**config.mk**
```make
export PLATFORM = sky130hd
export DESIGN_NAME = mwin_decoder_bank
export DESIGN_NICKNAME = d
export VERILOG_FILES = /design/src/rtl/mwin_pkg.sv /design/src/rtl/mwin_cfg_regs.sv /design/src/rtl/mwin_window_match.sv /design/src/rtl/mwin_prio_pick.sv /design/src/rtl/mwin_decoder_bank.sv
export SDC_FILE = /design/constraint.sdc
export NUM_CORES = 1
export LEC_CHECK = 0
export BUFFER_PORTS_ARGS = -buffer_cell sky130_fd_sc_hd__buf_2
export CAP_MARGIN = 20
export CORE_MARGIN = 5
export CORE_UTILIZATION = 30
export CTS_BUF_LIST = sky130_fd_sc_hd__clkbuf_16
export DETAILED_ROUTE_END_ITERATION = 8
export PLACE_DENSITY = 0.49
export SLEW_MARGIN = 10
export SYNTH_ARGS = -nofsm -noshare
export SYNTH_HDL_FRONTEND = slang
export SYNTH_HIERARCHICAL = 1
export SYNTH_SLANG_ARGS = --single-unit
```
**constraint.sdc**
```tcl
create_clock -name clk -period 6.3 [get_ports clk]
set_input_delay 1.26 -clock clk [delete_from_list [all_inputs] [get_ports clk]]
set_output_delay 1.26 -clock clk [all_outputs]
set_load 0.05 [all_outputs]
```
**src/rtl/mwin_pkg.sv**
```systemverilog
package mwin_pkg;

    localparam int ADDR_W  = 32;
    localparam int CODE_W  = 4;
    localparam int NUM_MEM = 4;
    localparam int NUM_WIN = NUM_MEM + 2;
    localparam int IDX_W   = $clog2(NUM_WIN);
    localparam int SEL_W   = 3;
    localparam int LG_W    = 6;

    localparam int WIN_REGIO  = 0;
    localparam int WIN_REGMEM = 1;
    localparam int WIN_MEM0   = 2;

    typedef enum logic [1:0] {
        CMD_IDLE = 2'd0,
        CMD_MEM  = 2'd1,
        CMD_IO   = 2'd2,
        CMD_RSVD = 2'd3
    } bus_cmd_e;

    typedef enum logic [SEL_W-1:0] {
        SEL_ID     = 3'd0,
        SEL_CTL    = 3'd1,
        SEL_IOBASE = 3'd2,
        SEL_RMBASE = 3'd3,
        SEL_WIN0   = 3'd4,
        SEL_WIN1   = 3'd5,
        SEL_WIN2   = 3'd6,
        SEL_WIN3   = 3'd7
    } cfg_sel_e;

    localparam int CTL_MEMEN_BIT  = 16;
    localparam int CTL_IOEN_BIT   = 17;
    localparam int CTL_UNLOCK_BIT = 19;

    typedef struct packed {
        logic                                unlock;
        logic                                io_en;
        logic                                mem_en;
        logic [NUM_MEM-1:0][CODE_W-1:0]      codes;
    } ctl_t;

    typedef struct packed {
        logic              en;
        logic              is_io;
        logic [ADDR_W-1:0] base;
        logic [ADDR_W-1:0] mask;
    } win_cfg_t;

    // log2 of the window size for a size code; 32 (empty) for code 0
    function automatic logic [LG_W-1:0] code_log2(input logic [CODE_W-1:0] code);
        logic [LG_W-1:0] lg;
        case (code)
            4'd0:    lg = 6'd32;
            4'd13:   lg = 6'd16;
            4'd14:   lg = 6'd15;
            4'd15:   lg = 6'd14;
            default: lg = 6'd32 - {2'b00, code};
        endcase
        return lg;
    endfunction

    function automatic logic code_small(input logic [CODE_W-1:0] code);
        return (code >= 4'd13);
    endfunction

    // ones at and above bit lg; all zero for lg == 32
    function automatic logic [ADDR_W-1:0] upper_mask(input logic [LG_W-1:0] lg);
        logic [ADDR_W:0] one;
        logic [ADDR_W-1:0] low;
        one = (ADDR_W+1)'(1) << lg;
        low = one[ADDR_W-1:0] - 1'b1;
        return ~low;
    endfunction

endpackage

```
**src/rtl/mwin_cfg_regs.sv**
```systemverilog
module mwin_cfg_regs
    import mwin_pkg::*;
#(
    parameter logic [ADDR_W-1:0] ID_RESET     = 32'h1A2B_0C3D,
    parameter int                REGIO_LOG2   = 8,
    parameter int                REGMEM_LOG2  = 12
) (
    input  logic                              clk,
    input  logic                              rst,
    input  logic                              cfg_wr,
    input  logic [SEL_W-1:0]                  cfg_sel,
    input  logic [ADDR_W-1:0]                 cfg_wdata,
    output logic [ADDR_W-1:0]                 cfg_rdata,
    output ctl_t                              ctl,
    output logic [ADDR_W-1:0]                 io_base,
    output logic [ADDR_W-1:0]                 rm_base,
    output logic [NUM_MEM-1:0][ADDR_W-1:0]    mem_base,
    output logic [NUM_MEM-1:0][ADDR_W-1:0]    mem_mask
);

    localparam logic [ADDR_W-1:0] IO_MASK = upper_mask(LG_W'(REGIO_LOG2));
    localparam logic [ADDR_W-1:0] RM_MASK = upper_mask(LG_W'(REGMEM_LOG2));

    ctl_t              ctl_q;
    logic [ADDR_W-1:0] id_q;
    logic [ADDR_W-1:0] io_q;
    logic [ADDR_W-1:0] rm_q;

    always_ff @(posedge clk) begin
        if (rst) begin
            ctl_q <= '0;
            id_q  <= ID_RESET;
            io_q  <= '0;
            rm_q  <= '0;
        end else if (cfg_wr) begin
            case (cfg_sel)
                SEL_CTL: begin
                    ctl_q.unlock <= cfg_wdata[CTL_UNLOCK_BIT];
                    ctl_q.io_en  <= cfg_wdata[CTL_IOEN_BIT];
                    ctl_q.mem_en <= cfg_wdata[CTL_MEMEN_BIT];
                    ctl_q.codes  <= cfg_wdata[NUM_MEM*CODE_W-1:0];
                end
                SEL_ID:     if (ctl_q.unlock) id_q <= cfg_wdata;
                SEL_IOBASE: io_q <= cfg_wdata & IO_MASK;
                SEL_RMBASE: rm_q <= cfg_wdata & RM_MASK;
                default: ;
            endcase
        end
    end

    genvar k;
    generate
        for (k = 0; k < NUM_MEM; k++) begin : g_membase
            logic [ADDR_W-1:0] base_q;
            logic [ADDR_W-1:0] cur_mask;

            assign cur_mask = upper_mask(code_log2(ctl_q.codes[k]));

            always_ff @(posedge clk) begin
                if (rst)
                    base_q <= '0;
                else if (cfg_wr && (cfg_sel == SEL_W'(SEL_WIN0 + k)))
                    base_q <= cfg_wdata & cur_mask;
            end

            assign mem_base[k] = base_q & cur_mask;
            assign mem_mask[k] = cur_mask;
        end
    endgenerate

    always_comb begin
        case (cfg_sel)
            SEL_ID:     cfg_rdata = id_q;
            SEL_CTL:    cfg_rdata = {12'b0, ctl_q.unlock, 1'b0, ctl_q.io_en,
                                     ctl_q.mem_en, ctl_q.codes};
            SEL_IOBASE: cfg_rdata = ctl_q.io_en ? io_q : '0;
            SEL_RMBASE: cfg_rdata = rm_q;
            SEL_WIN0:   cfg_rdata = mem_base[0];
            SEL_WIN1:   cfg_rdata = mem_base[1];
            SEL_WIN2:   cfg_rdata = mem_base[2];
            default:    cfg_rdata = mem_base[3];
        endcase
    end

    assign ctl     = ctl_q;
    assign io_base = io_q;
    assign rm_base = rm_q;

    AST_ID_LOCKED: assert property (@(posedge clk) disable iff (rst)
        (cfg_wr && cfg_sel == SEL_ID && !ctl_q.unlock) |=> $stable(id_q));

    AST_IO_HIDDEN: assert property (@(posedge clk) disable iff (rst)
        (cfg_sel == SEL_IOBASE && !ctl_q.io_en) |-> (cfg_rdata == '0));

    AST_RESET_CLEARS: assert property (@(posedge clk)
        rst |=> (ctl_q == '0 && io_q == '0 && rm_q == '0));

endmodule

```
**src/rtl/mwin_window_match.sv**
```systemverilog
module mwin_window_match
    import mwin_pkg::*;
(
    input  win_cfg_t          cfg,
    input  logic [1:0]        cmd,
    input  logic [ADDR_W-1:0] addr,
    output logic              hit
);

    logic type_ok;

    always_comb begin
        if (cfg.is_io) type_ok = (cmd == CMD_IO);
        else           type_ok = (cmd == CMD_MEM);
        hit = cfg.en && type_ok && ((addr & cfg.mask) == (cfg.base & cfg.mask));
    end

endmodule

```
**src/rtl/mwin_prio_pick.sv**
```systemverilog
module mwin_prio_pick #(
    parameter int N     = 6,
    parameter int IDX_W = $clog2(N)
) (
    input  logic [N-1:0]     req,
    output logic [N-1:0]     onehot,
    output logic [IDX_W-1:0] idx,
    output logic             any
);

    always_comb begin
        onehot = req & (~req + 1'b1);
        any    = |req;
        idx    = '0;
        for (int i = N - 1; i >= 0; i--) begin
            if (req[i]) idx = IDX_W'(i);
        end
    end

endmodule

```
**src/rtl/mwin_decoder_bank.sv**
```systemverilog
module mwin_decoder_bank
    import mwin_pkg::*;
#(
    parameter logic [31:0] ID_RESET    = 32'h1A2B_0C3D,
    parameter int          REGIO_LOG2  = 8,
    parameter int          REGMEM_LOG2 = 12
) (
    input  logic        clk,
    input  logic        rst,
    input  logic        cfg_wr,
    input  logic [2:0]  cfg_sel,
    input  logic [31:0] cfg_wdata,
    output logic [31:0] cfg_rdata,
    input  logic [1:0]  bus_cmd,
    input  logic [31:0] bus_addr,
    output logic        dec_hit,
    output logic [2:0]  dec_idx,
    output logic [5:0]  dec_onehot,
    output logic [31:0] dec_offset,
    output logic [3:0]  win_internal
);

    localparam logic [ADDR_W-1:0] IO_MASK = upper_mask(LG_W'(REGIO_LOG2));
    localparam logic [ADDR_W-1:0] RM_MASK = upper_mask(LG_W'(REGMEM_LOG2));

    ctl_t                           ctl;
    logic [ADDR_W-1:0]              io_base;
    logic [ADDR_W-1:0]              rm_base;
    logic [NUM_MEM-1:0][ADDR_W-1:0] mem_base;
    logic [NUM_MEM-1:0][ADDR_W-1:0] mem_mask;

    mwin_cfg_regs #(
        .ID_RESET    (ID_RESET),
        .REGIO_LOG2  (REGIO_LOG2),
        .REGMEM_LOG2 (REGMEM_LOG2)
    ) u_regs (
        .clk       (clk),
        .rst       (rst),
        .cfg_wr    (cfg_wr),
        .cfg_sel   (cfg_sel),
        .cfg_wdata (cfg_wdata),
        .cfg_rdata (cfg_rdata),
        .ctl       (ctl),
        .io_base   (io_base),
        .rm_base   (rm_base),
        .mem_base  (mem_base),
        .mem_mask  (mem_mask)
    );

    win_cfg_t           wcfg [NUM_WIN];
    logic [NUM_WIN-1:0] req;
    logic [NUM_WIN-1:0] pick;
    logic [IDX_W-1:0]   pick_idx;
    logic               pick_any;

    assign wcfg[WIN_REGIO]  = '{en: ctl.io_en,  is_io: 1'b1, base: io_base, mask: IO_MASK};
    assign wcfg[WIN_REGMEM] = '{en: ctl.mem_en, is_io: 1'b0, base: rm_base, mask: RM_MASK};

    genvar k;
    generate
        for (k = 0; k < NUM_MEM; k++) begin : g_memwin
            assign wcfg[WIN_MEM0+k] = '{en:    (ctl.codes[k] != '0),
                                        is_io: 1'b0,
                                        base:  mem_base[k],
                                        mask:  mem_mask[k]};
            assign win_internal[k] = code_small(ctl.codes[k]);
        end
        for (k = 0; k < NUM_WIN; k++) begin : g_match
            mwin_window_match u_match (
                .cfg  (wcfg[k]),
                .cmd  (bus_cmd),
                .addr (bus_addr),
                .hit  (req[k])
            );
        end
    endgenerate

    mwin_prio_pick #(.N(NUM_WIN), .IDX_W(IDX_W)) u_pick (
        .req    (req),
        .onehot (pick),
        .idx    (pick_idx),
        .any    (pick_any)
    );

    logic [ADDR_W-1:0] win_mask;

    always_comb begin
        win_mask = '0;
        for (int i = 0; i < NUM_WIN; i++) begin
            if (pick[i]) win_mask = win_mask | wcfg[i].mask;
        end
    end

    always_ff @(posedge clk) begin
        if (rst) begin
            dec_hit    <= 1'b0;
            dec_idx    <= '0;
            dec_onehot <= '0;
            dec_offset <= '0;
        end else begin
            dec_hit    <= pick_any;
            dec_idx    <= pick_any ? pick_idx : '0;
            dec_onehot <= pick;
            dec_offset <= pick_any ? (bus_addr & ~win_mask) : '0;
        end
    end

    AST_ONE_WINNER: assert property (@(posedge clk) disable iff (rst)
        $onehot0(dec_onehot));

    AST_HIT_MATCHES_ONEHOT: assert property (@(posedge clk) disable iff (rst)
        dec_hit == (dec_onehot != '0));

    AST_QUIET_WHEN_MISS: assert property (@(posedge clk) disable iff (rst)
        !dec_hit |-> (dec_offset == '0 && dec_idx == '0));

    AST_IDLE_NO_HIT: assert property (@(posedge clk) disable iff (rst)
        (bus_cmd == CMD_IDLE || bus_cmd == CMD_RSVD) |=> !dec_hit);

    generate
        for (k = 0; k < NUM_MEM; k++) begin : g_chk
            AST_CODE0_SILENT: assert property (@(posedge clk) disable iff (rst)
                (ctl.codes[k] == '0) |=> !dec_onehot[WIN_MEM0+k]);
        end
    endgenerate

endmodule

```
* After elaboration in Yosys (flattened, before gate mapping) *
Index checks and enable logic that the tools add are counted.

storage, ports and cells
  register bits after elaboration = 265
  bits in latches = 0
  bits in writable memories = 0
  memory bits (read-only) = 0
  input port bits = 72
  output and inout port bits = 78
  word-level logic and storage cells = 144
  memories = 0

cells by class
  $add $sub $neg = 9
  multiply operators = 0
  divide/modulo/power cells = 0
  $lt $le $gt $ge = 4
  eq/ne operators = 27
  shift operators = 4
  muxes and demuxes = 17
  bitwise operators = 29
  reductions and logical operators = 34

operators with widths
  operator                                                   number
  bitwise AND 32 bit                                         17
  two-way mux 32 bit                                         7
  one-hot mux 32 bit (7 select lines)                        1
  inverter 32 bit                                            5
  equality test 32 bit                                       4
  bitwise OR 32 bit                                          4
  left shift 1 x 6 -> 32 bit (first input constant)          4
  subtractor 32 x 1 -> 32 bit (second input constant)        4
  one-hot mux 6 bit (4 select lines)                         4
  equality test 4 bit (second input constant)                12
  equality test 24 bit                                       1
  subtractor 6 x 4 -> 6 bit (first input constant)           4
  equality test 20 bit                                       1
  greater-or-equal comparator 4 bit (second input constant)  4
  logical AND 1 bit                                          16
  logical NOT 4 bit                                          4
  nonzero test 4 bit                                         4
  equality test 3 bit (second input constant)                4
  OR reduction 6 bit                                         2
  adder 6 x 1 -> 6 bit (second input constant)               1
  bitwise AND 6 bit                                          1
  equality test 3 x 2 -> 1 bit (second input constant)       2
  two-way mux 3 bit                                          2
  inverter 6 bit                                             1
  12 further kinds                                           15

* Logic depth before layout (Yosys ltp) *
Gate-level depths: netlist of run 1.

  depth in word-level cells = 24
  gate-level depth with buffers = 22
  gate-level depth less buffers = 18

* Modules after synthesis *
The synthesis of run 1 kept the hierarchy.

by module, submodules not included
  module             instances  cells each  area an instance (µm²)  seq. area each (µm²)
  mwin_cfg_regs      1          1769        12623.4                 3903.7
  mwin_window_match  6          57          476.7                   0.0
  mwin_decoder_bank  1          186         1875.5                  840.8
  mwin_prio_pick     1          17          107.6                   0.0

* Least setup slack after synthesis of run 1 *
OpenSTA, ideal clock, no wires.

  path type = register to register
  start point = register u_regs.ctl_q, in the netlist u_regs/ctl[0]
  end point = register dec_offset[17]
  setup time = 0.061 ns
  arrival = 4.808 ns
  data required time = 6.239 ns
  setup slack = 1.431 ns
  stages on the path, launching flop included = 21
  path buffers = 3
  clock period less this slack = 4.869 ns
  path through = dfxtp_1 > clkbuf_1 > inv_1 > ha_1 > o211a_1 > a211oi_1 > nor3_1 > a2111oi_0 > mux2_2 > and2_1 > xor2_1 > a22o_1 > a221oi_1 > nand3_1 > nor4_2 > or4_4 > nor2_1 > clkbuf_1 > buf_2 > a222oi_1 > and4_1

RTL lines
  element               RTL line                  text
  from (decl)           mwin_cfg_regs.sv:24       ctl_t ctl_q;
  to (signal assigned)  mwin_decoder_bank.sv:104  dec_offset <= pick_any ? (bus_addr & ~win_mask) : '0;
  to (decl)             mwin_decoder_bank.sv:19   output logic [31:0] dec_offset,

==> key figures, run 1 <==
Placed design
  • PortBufs: roughly 150
  • Hpwl dp: 66000 um
  • Inst Count DP: 3237
  • Final Wtd Congestion: 0.972

Detailed routing
  • DR vias: 18822
  • 1st-iter DRT viols: 2692
  • Routed WL: between 80000 and 90000 um
  • Residual DRC: 0
  • Avg WL per Cell: 26.3 um
  • Pre-antenna DRT Iters: 9
  • Post-route antenna net violation count: 0
  • Vias per cell: 5.71

Finish
  • Post-route insts no fill: 3296
  • Commonest non-fill, non-tap cell in the layout: nand2_1
  • Final core occ: 0.350
  • Commonest non-fill, non-tap cells in the layout: nand2_1, dfxtp_1, a21oi_1
  • Share of layout cells above drive strength 1: 0.136
  • Area grow syn2layout: 15.8%
  • Final Net Count: roughly 2600

GRT
  • Initial antenna violation count: 2
  • Total grt overflow: 0
  • Vias in the first global route: 17086
  • Largest net degree at the start of global routing: 71
  • Global Route Usage Sum: 0.259
  • First-pass GRT wire length: around 120000 um

Flow run
  • MaxCap Viol Count: 0

Critical path
  • Max incr delay on CP: between 0.7 and 0.8 ns
  • R2R Setup Slk: ~0.45 ns
  • CP arrival: 4.76 ns
  • Crit-path max FO: 12
  • CP max-delay cell: or4_1
  • Crit-path cells: inv_1, ha_1, o311a_4, nand2b_1, or4_1, o21a_1, a21oi_2, nand3_1, a31oi_1, buf_2
  • CP required: 5.04 ns
  • Buf/Inv on CP: 2
  • Critical Path End Type: primary output
  • Worst r2r src: u_regs/ctl[0]$_SDFFE_PP0P_
  • Type of the worst setup path: reg -> out
  • Crit path from: u_regs/ctl[8]$_SDFFE_PP0P_
  • Worst Setup Start Kind: register
  • CP top delay family: compound AO/OA/AOI/OAI gates

STA
  • Final period utilization: 0.955
  • Pins Over Slew Limit: 0
  • Minimum clock period: 6.02 ns
  • Setup_tns: 0 ns
  • RSZ-0062 raised after global routing: no
  • Fmax: 166 MHz
  • Clk_skew: between 0.015 and 0.02 ns
  • Final Hold Fails: 0
  • Setup violators final: 0
  • Slew HR: 0.190
  • Least-Margin Pin Slew: roughly 1.2 ns

Clock network
  • CTS tree: yes
  • CTS clk-pin slew, worst paths: 0.06 ns
  • CTS Buf Count: 30
  • Clk_lat worst skew: 0.59 ns
  • Setup repair bufs after CTS: 0
  • H-tree depth: 1
  • Clk root buf: clkbuf_16
  • Max clock buf depth: 3
  • Sink Count: 237

Floorplanning
  • Die height: approximately 250 um
  • Initial Utilization: 0.303
  • Floorplan core area: slightly below 60000 um2
  • Floorplan row count: between 80 and 90
  • I/O pin total: 150
  • DIE AREA: roughly 63000 um2
  • DIE WIDTH: 251 um

Synthesis
  • Seq/Total Area, Yosys: 0.272
  • Dominant synthesized flop cell: dfxtp_1
  • Mapped Cells: between 2000 and 2500
  • Post-synth EDFFs: 0
  • Avg Inst Size Synth: 7.55 um2
  • Ys async rst share: 0
  • Ys Warns: 6
  • #FFs+latches synth: between 200 and 250
  • Post-synth design cell area: 17500 um2
  • Synth cell types: 96

Power and ir drop
  • Leak: 8.61 nW
  • Pwr Density: 203 nW/um2
  • VDD IR max: 0.188 mV

Run status
  • Status: complete, no violations

Hold path
  • Min-delay src: u_regs/g_membase[2].base_q[1]$_SDFFE_PP0P_
  • Hold crit path type: reg -> reg
## cell usage after synthesis (12+ instances only)
cell type	instances	area [um2]
nand2_1	387	1450
dfxtp_1	237	4740
a21oi_1	226	1130
xor2_1	200	1750
nand3_1	109	546
clkbuf_1	100	375
a22oi_1	89	668
and2_1	88	551
nor2_1	84	315
buf_4	78	586
nor2b_1	51	319
inv_1	48	180
o21ai_0	47	235
and3_1	38	238
a222oi_1	36	360
and4_1	33	289
nand4_1	32	200
buf_2	27	135
a31oi_1	25	156
a22o_1	22	193
ha_1	20	250
nor3_1	20	100
nand2b_1	17	106
nor3b_1	17	128
nand3b_1	16	120
o31ai_1	15	113
a21boi_0	12	90.1
a221oi_2	12	180
o211ai_1	12	90.1
## flip-flops by register name, summed over array words and instances (netlist names), 3 cells and up
register                 cells
u_regs/io_base              24
u_regs/rm_base              20
u_regs/g_membase.base_q    100
u_regs/id_q                 32
dec_idx                      3
dec_offset                  32
u_regs/ctl                  19
dec_onehot                   6
## routing by layer
layer  track usage  vias to the layer above  wire (um)
met5             0                        -          0
met4        0.0962                        0       3830
met3        0.0364                      147       7700
li1              -                     8451          -
met2         0.406                     1099      38000
met1         0.364                     9125      37200
## timing repair
| action | CTS | global route |
|---|---|---|
| setup endpoints to repair | 0 | 3 |
| gates resized for setup | 0 | 1 |
| hold buffers | 0 | 0 |
## stage by stage
stage          setup slack, ns  hold slack (ns)  total power [mW]  area (um2)
3_5_place_dp             0.418            0.439              2.24       19200
5_1_grt                  0.136            0.461              4.22       20200
3_3_place_gp             0.509            0.434              2.24       19200
2_1_floorplan             1.43            0.427              1.99       18100
6_report                 0.283            0.448              4.10       20200
4_1_cts                  0.351            0.447              4.09       20200
## power breakdown
part           leakage [nW]  total [mW]  switching [mW]  internal (mW)
Sequential             1.91        1.54          0.0213           1.52
Combinational          6.21       0.719           0.517          0.203
Clock                 0.494        1.85           0.753           1.09
## final cells by class
type | count | area (um2)
fillers | 6154 | 37500
clock inverters | 25 | 256
repair buffers | 226 | 1330
inverters | 50 | 188
diodes | 2 | 5.00
flip-flops and latches | 237 | 4740
well taps | 765 | 957
clock buffers | 31 | 776
multi-input cells | 1960 | 12000
## worst min-delay path, delay by kind of cell (launching register included)
kind	cells	cell delay, ns
compound gates	1	0.05
flops	1	0.30
simple gates	1	0.05
## path summary, 6_finish.rpt
kind	depth (start not counted)	to
min reg2reg	2	u_regs/g_membase[2].base_q[1]$_SDFFE_PP0P_
max reg2reg	19	dec_offset[16]$_SDFF_PP0_
min	2	u_regs/g_membase[2].base_q[1]$_SDFFE_PP0P_
max	10	cfg_rdata[24]
## kinds of logic (layout without fill, tap and decap cells)
kind of cell	count (synthesis)	count (layout)	synth area share
and+or+nand+nor	948	948	0.277
AOI/OAI and AO/OA	611	611	0.244
buffers and inverters	273	332	0.0804
DFF	237	237	0.272
xor gates and xnor gates	211	211	0.106
adders and majority gates	20	20	0.0143
muxes	10	10	0.00587
other	4	162	0.000859
Power figures use the tool's default switching activity.
==> run 2: changes to the inputs <==
CORE_MARGIN = 2   (was 5)
==> run 2 against run 1 <==
Clock power down 8%. Non-clock buffer count up 5. Register-to-register slack worse by 0.28 ns. Sequential cell count unchanged. Via count down 1.6%. Setup slack worse by 0.11 ns. Sequential share of layout area about the same. Cell area about the same. Critical endpoint is now dec_offset[12]$_SDFF_PP0_. Largest cell class unchanged. Highest routed layer is now met5.
==> key figures, run 2 (same netlist as run 1, synthesis figures left out) <==
Placed design
  • Final Wtd Congestion: approximately 0.98
  • Hpwl dp: 65700 um
  • PortBufs: 149
  • Placed cell areas: 19200 um2
  • Inst Count DP: ~3200

STA
  • Final period utilization: 0.972
  • Fmax: between 150 and 200 MHz
  • Setup violators final: 0
  • Slew HR: 0.183
  • Minimum clock period: 6.13 ns
  • RSZ-0062 raised after global routing: no
  • Final Hold Fails: 0
  • Clk_skew: 0.0213 ns
  • Setup_tns: 0 ns
  • Pins Over Slew Limit: 0
  • Least-Margin Pin Slew: 1.23 ns

Critical path
  • Worst r2r src: u_regs/ctl[0]$_SDFFE_PP0P_
  • CP arrival: 6.63 ns
  • Reg2Reg Capture Point: dec_offset[12]$_SDFF_PP0_
  • Max incr delay on CP: 0.53 ns
  • CP max-delay cell: or3b_2
  • Type of the worst setup path: reg -> reg
  • Crit-path max FO: 15
  • Critical Path End Type: register
  • CP top delay family: simple AND/OR/NAND/NOR gates
  • CP most frequent cell: buf_4
  • Crit path from: u_regs/ctl[0]$_SDFFE_PP0P_
  • Worst Setup Start Kind: register
  • FF-to-FF path depth: 19
  • R2R Setup Slk: 0.17 ns
  • Buf/Inv on CP: 3
  • Crit-path cells: inv_1, ha_1, or3b_2, a41oi_2, nor3_1, nor3_2, nand3_1, and2_1, xor2_1, a22o_1, a221oi_2, nand4_1, nor4_2, buf_4, or4_4, nand2b_4, nor4b_4, buf_4, and4_1
  • CP required: 6.80 ns

Finish
  • Area grow syn2layout: 15.7%
  • Largest register FFs: 100
  • FILL cells: 6074
  • Final Instance Area: 20200 um2
  • Final core occ: 0.351
  • Combined area of the multi-input logic cells: 12000 um2
  • Final Net Count: 2602
  • Total area of sequential cells: 4750 um2
  • Commonest non-fill, non-tap cell in the layout: nand2_1
  • Post-route insts no fill: 3300
  • Share of layout cells above drive strength 1: 0.137
  • Most flop-heavy register: u_regs/g_membase.base_q
  • Commonest non-fill, non-tap cells in the layout: nand2_1, dfxtp_1, a21oi_1
  • Top Registers: u_regs/g_membase.base_q x100, dec_offset x32, u_regs/id_q x32

Detailed routing
  • Avg WL per Cell: 26.2 um
  • Vias per cell: 5.61
  • Pre-antenna DRT Iters: 8
  • Routed WL: 86300 um
  • DR vias: 18527
  • 1st-iter DRT viols: roughly 2500
  • Residual DRC: 0
  • Post-route antenna net violation count: 0

Hold path
  • Hold crit path type: reg -> reg
  • Min-delay src: u_regs/g_membase[3].base_q[15]$_SDFFE_PP0P_
  • Hold Path End: u_regs/g_membase[3].base_q[15]$_SDFFE_PP0P_
  • Hold Path Depth: 2

Floorplanning
  • Floorplan core area: 57600 um2
  • Floorplan row count: 88
  • I/O pin total: 150
  • Die height: ~250 um
  • DIE AREA: 60200 um2
  • DIE WIDTH: about 250 um
  • Initial Utilization: 0.303

Power and ir drop
  • Net Sw Power: between 1 and 1.5 mW
  • Total power: 3.95 mW
  • Leak: between 8 and 9 nW
  • Clk pwr share: 0.430
  • Seq pwr share: 0.389
  • VDD IR max: ~0.17 mV
  • Combinational Power Share: 0.181
  • Int Pwr: roughly 2.7 mW
  • Pwr Density: slightly below 200 nW/um2
  • Switching Share: 0.322

GRT
  • Initial antenna violation count: 2
  • Vias in the first global route: 17118
  • Largest net degree at the start of global routing: 75
  • First-pass GRT wire length: 123000 um
  • Global Route Usage Sum: 0.277
  • Total grt overflow: 0

Flow run
  • MaxCap Viol Count: 0

Clock network
  • Max clock buf depth: 3
  • Clk root buf: clkbuf_16
  • CTS Buf Count: 30
  • Clk_lat worst skew: approximately 0.59 ns
  • H-tree depth: 1
  • CTS clk-pin slew, worst paths: 0.06 ns
  • Sink Count: between 200 and 250
  • CTS tree: yes
  • CTS Hold Bufs: 0

Run status
  • Status: complete, no violations
[run 2: timing repair]
action                     4_1_cts  5_1_grt
setup endpoints to repair       17       13
gates resized for setup          3        2
buffers inserted                 0        0
cloned                           0        0
[run 2: power groups by stage]
stage | registers [mW] | logic [mW] | clock network, mW
4_1_cts | 1.54 | 0.671 | 1.72
3_5_place_dp | 1.57 | 0.668 | 0
2_1_floorplan | 1.56 | 0.431 | 0
3_3_place_gp | 1.57 | 0.667 | 0
6_report | 1.54 | 0.717 | 1.70
5_1_grt | 1.54 | 0.753 | 1.79
[run 2: worst max path at each step]
stage | to | cells after the start
floorplan | dec_offset[17]$_SDFF_PP0_ | 20
global placement | dec_offset[12]$_SDFF_PP0_ | 19
detailed placement | dec_offset[12]$_SDFF_PP0_ | 19
CTS | dec_offset[12]$_SDFF_PP0_ | 19
global route | dec_offset[12]$_SDFF_PP0_ | 19
finish | dec_offset[12]$_SDFF_PP0_ | 19
[run 2: routing by layer]
metal | vias up | wire length (um) | global-route usage
met1 | 8947 | 37400 | 0.386
met2 | 990 | 37700 | 0.431
met3 | 142 | 7980 | 0.0451
met5 | - | 11 | 0
met4 | 2 | 3280 | 0.0942
li1 | 8446 | - | -
[run 2: layout make-up]
class | instances | area share
multi-input cells | 1960 | 0.592
flip-flops and latches | 237 | 0.235
repair buffers | 231 | 0.0696
well taps | 765 | 0.0474
clock buffers | 31 | 0.0384
inverters | 50 | 0.00929
clock inverters | 25 | 0.00793
diodes | 1 | 0.000124
[run 2: worst register-to-register path, stage by stage, from the launching register on]
cell	delay, ns
dfxtp_2	0.42
inv_1	0.16
ha_1	0.44
or3b_2	0.53
a41oi_2	0.35
nor3_1	0.18
nor3_2	0.43
nand3_1	0.46
and2_1	0.34
xor2_1	0.14
a22o_1	0.25
a221oi_2	0.30
nand4_1	0.23
nor4_2	0.31
buf_4	0.20
or4_4	0.14
nand2b_4	0.13
nor4b_4	0.46
buf_4	0.28
and4_1	0.28
[run 2: stage by stage]
| stage | setup slack [ns] | hold slack [ns] |
|---|---|---|
| floorplan | 1.43 | 0.427 |
| global placement | -0.124 | 0.435 |
| detailed placement | -0.161 | 0.440 |
| global route | 0.0186 | 0.466 |
| finish | 0.175 | 0.447 |
| CTS | 0.195 | 0.448 |
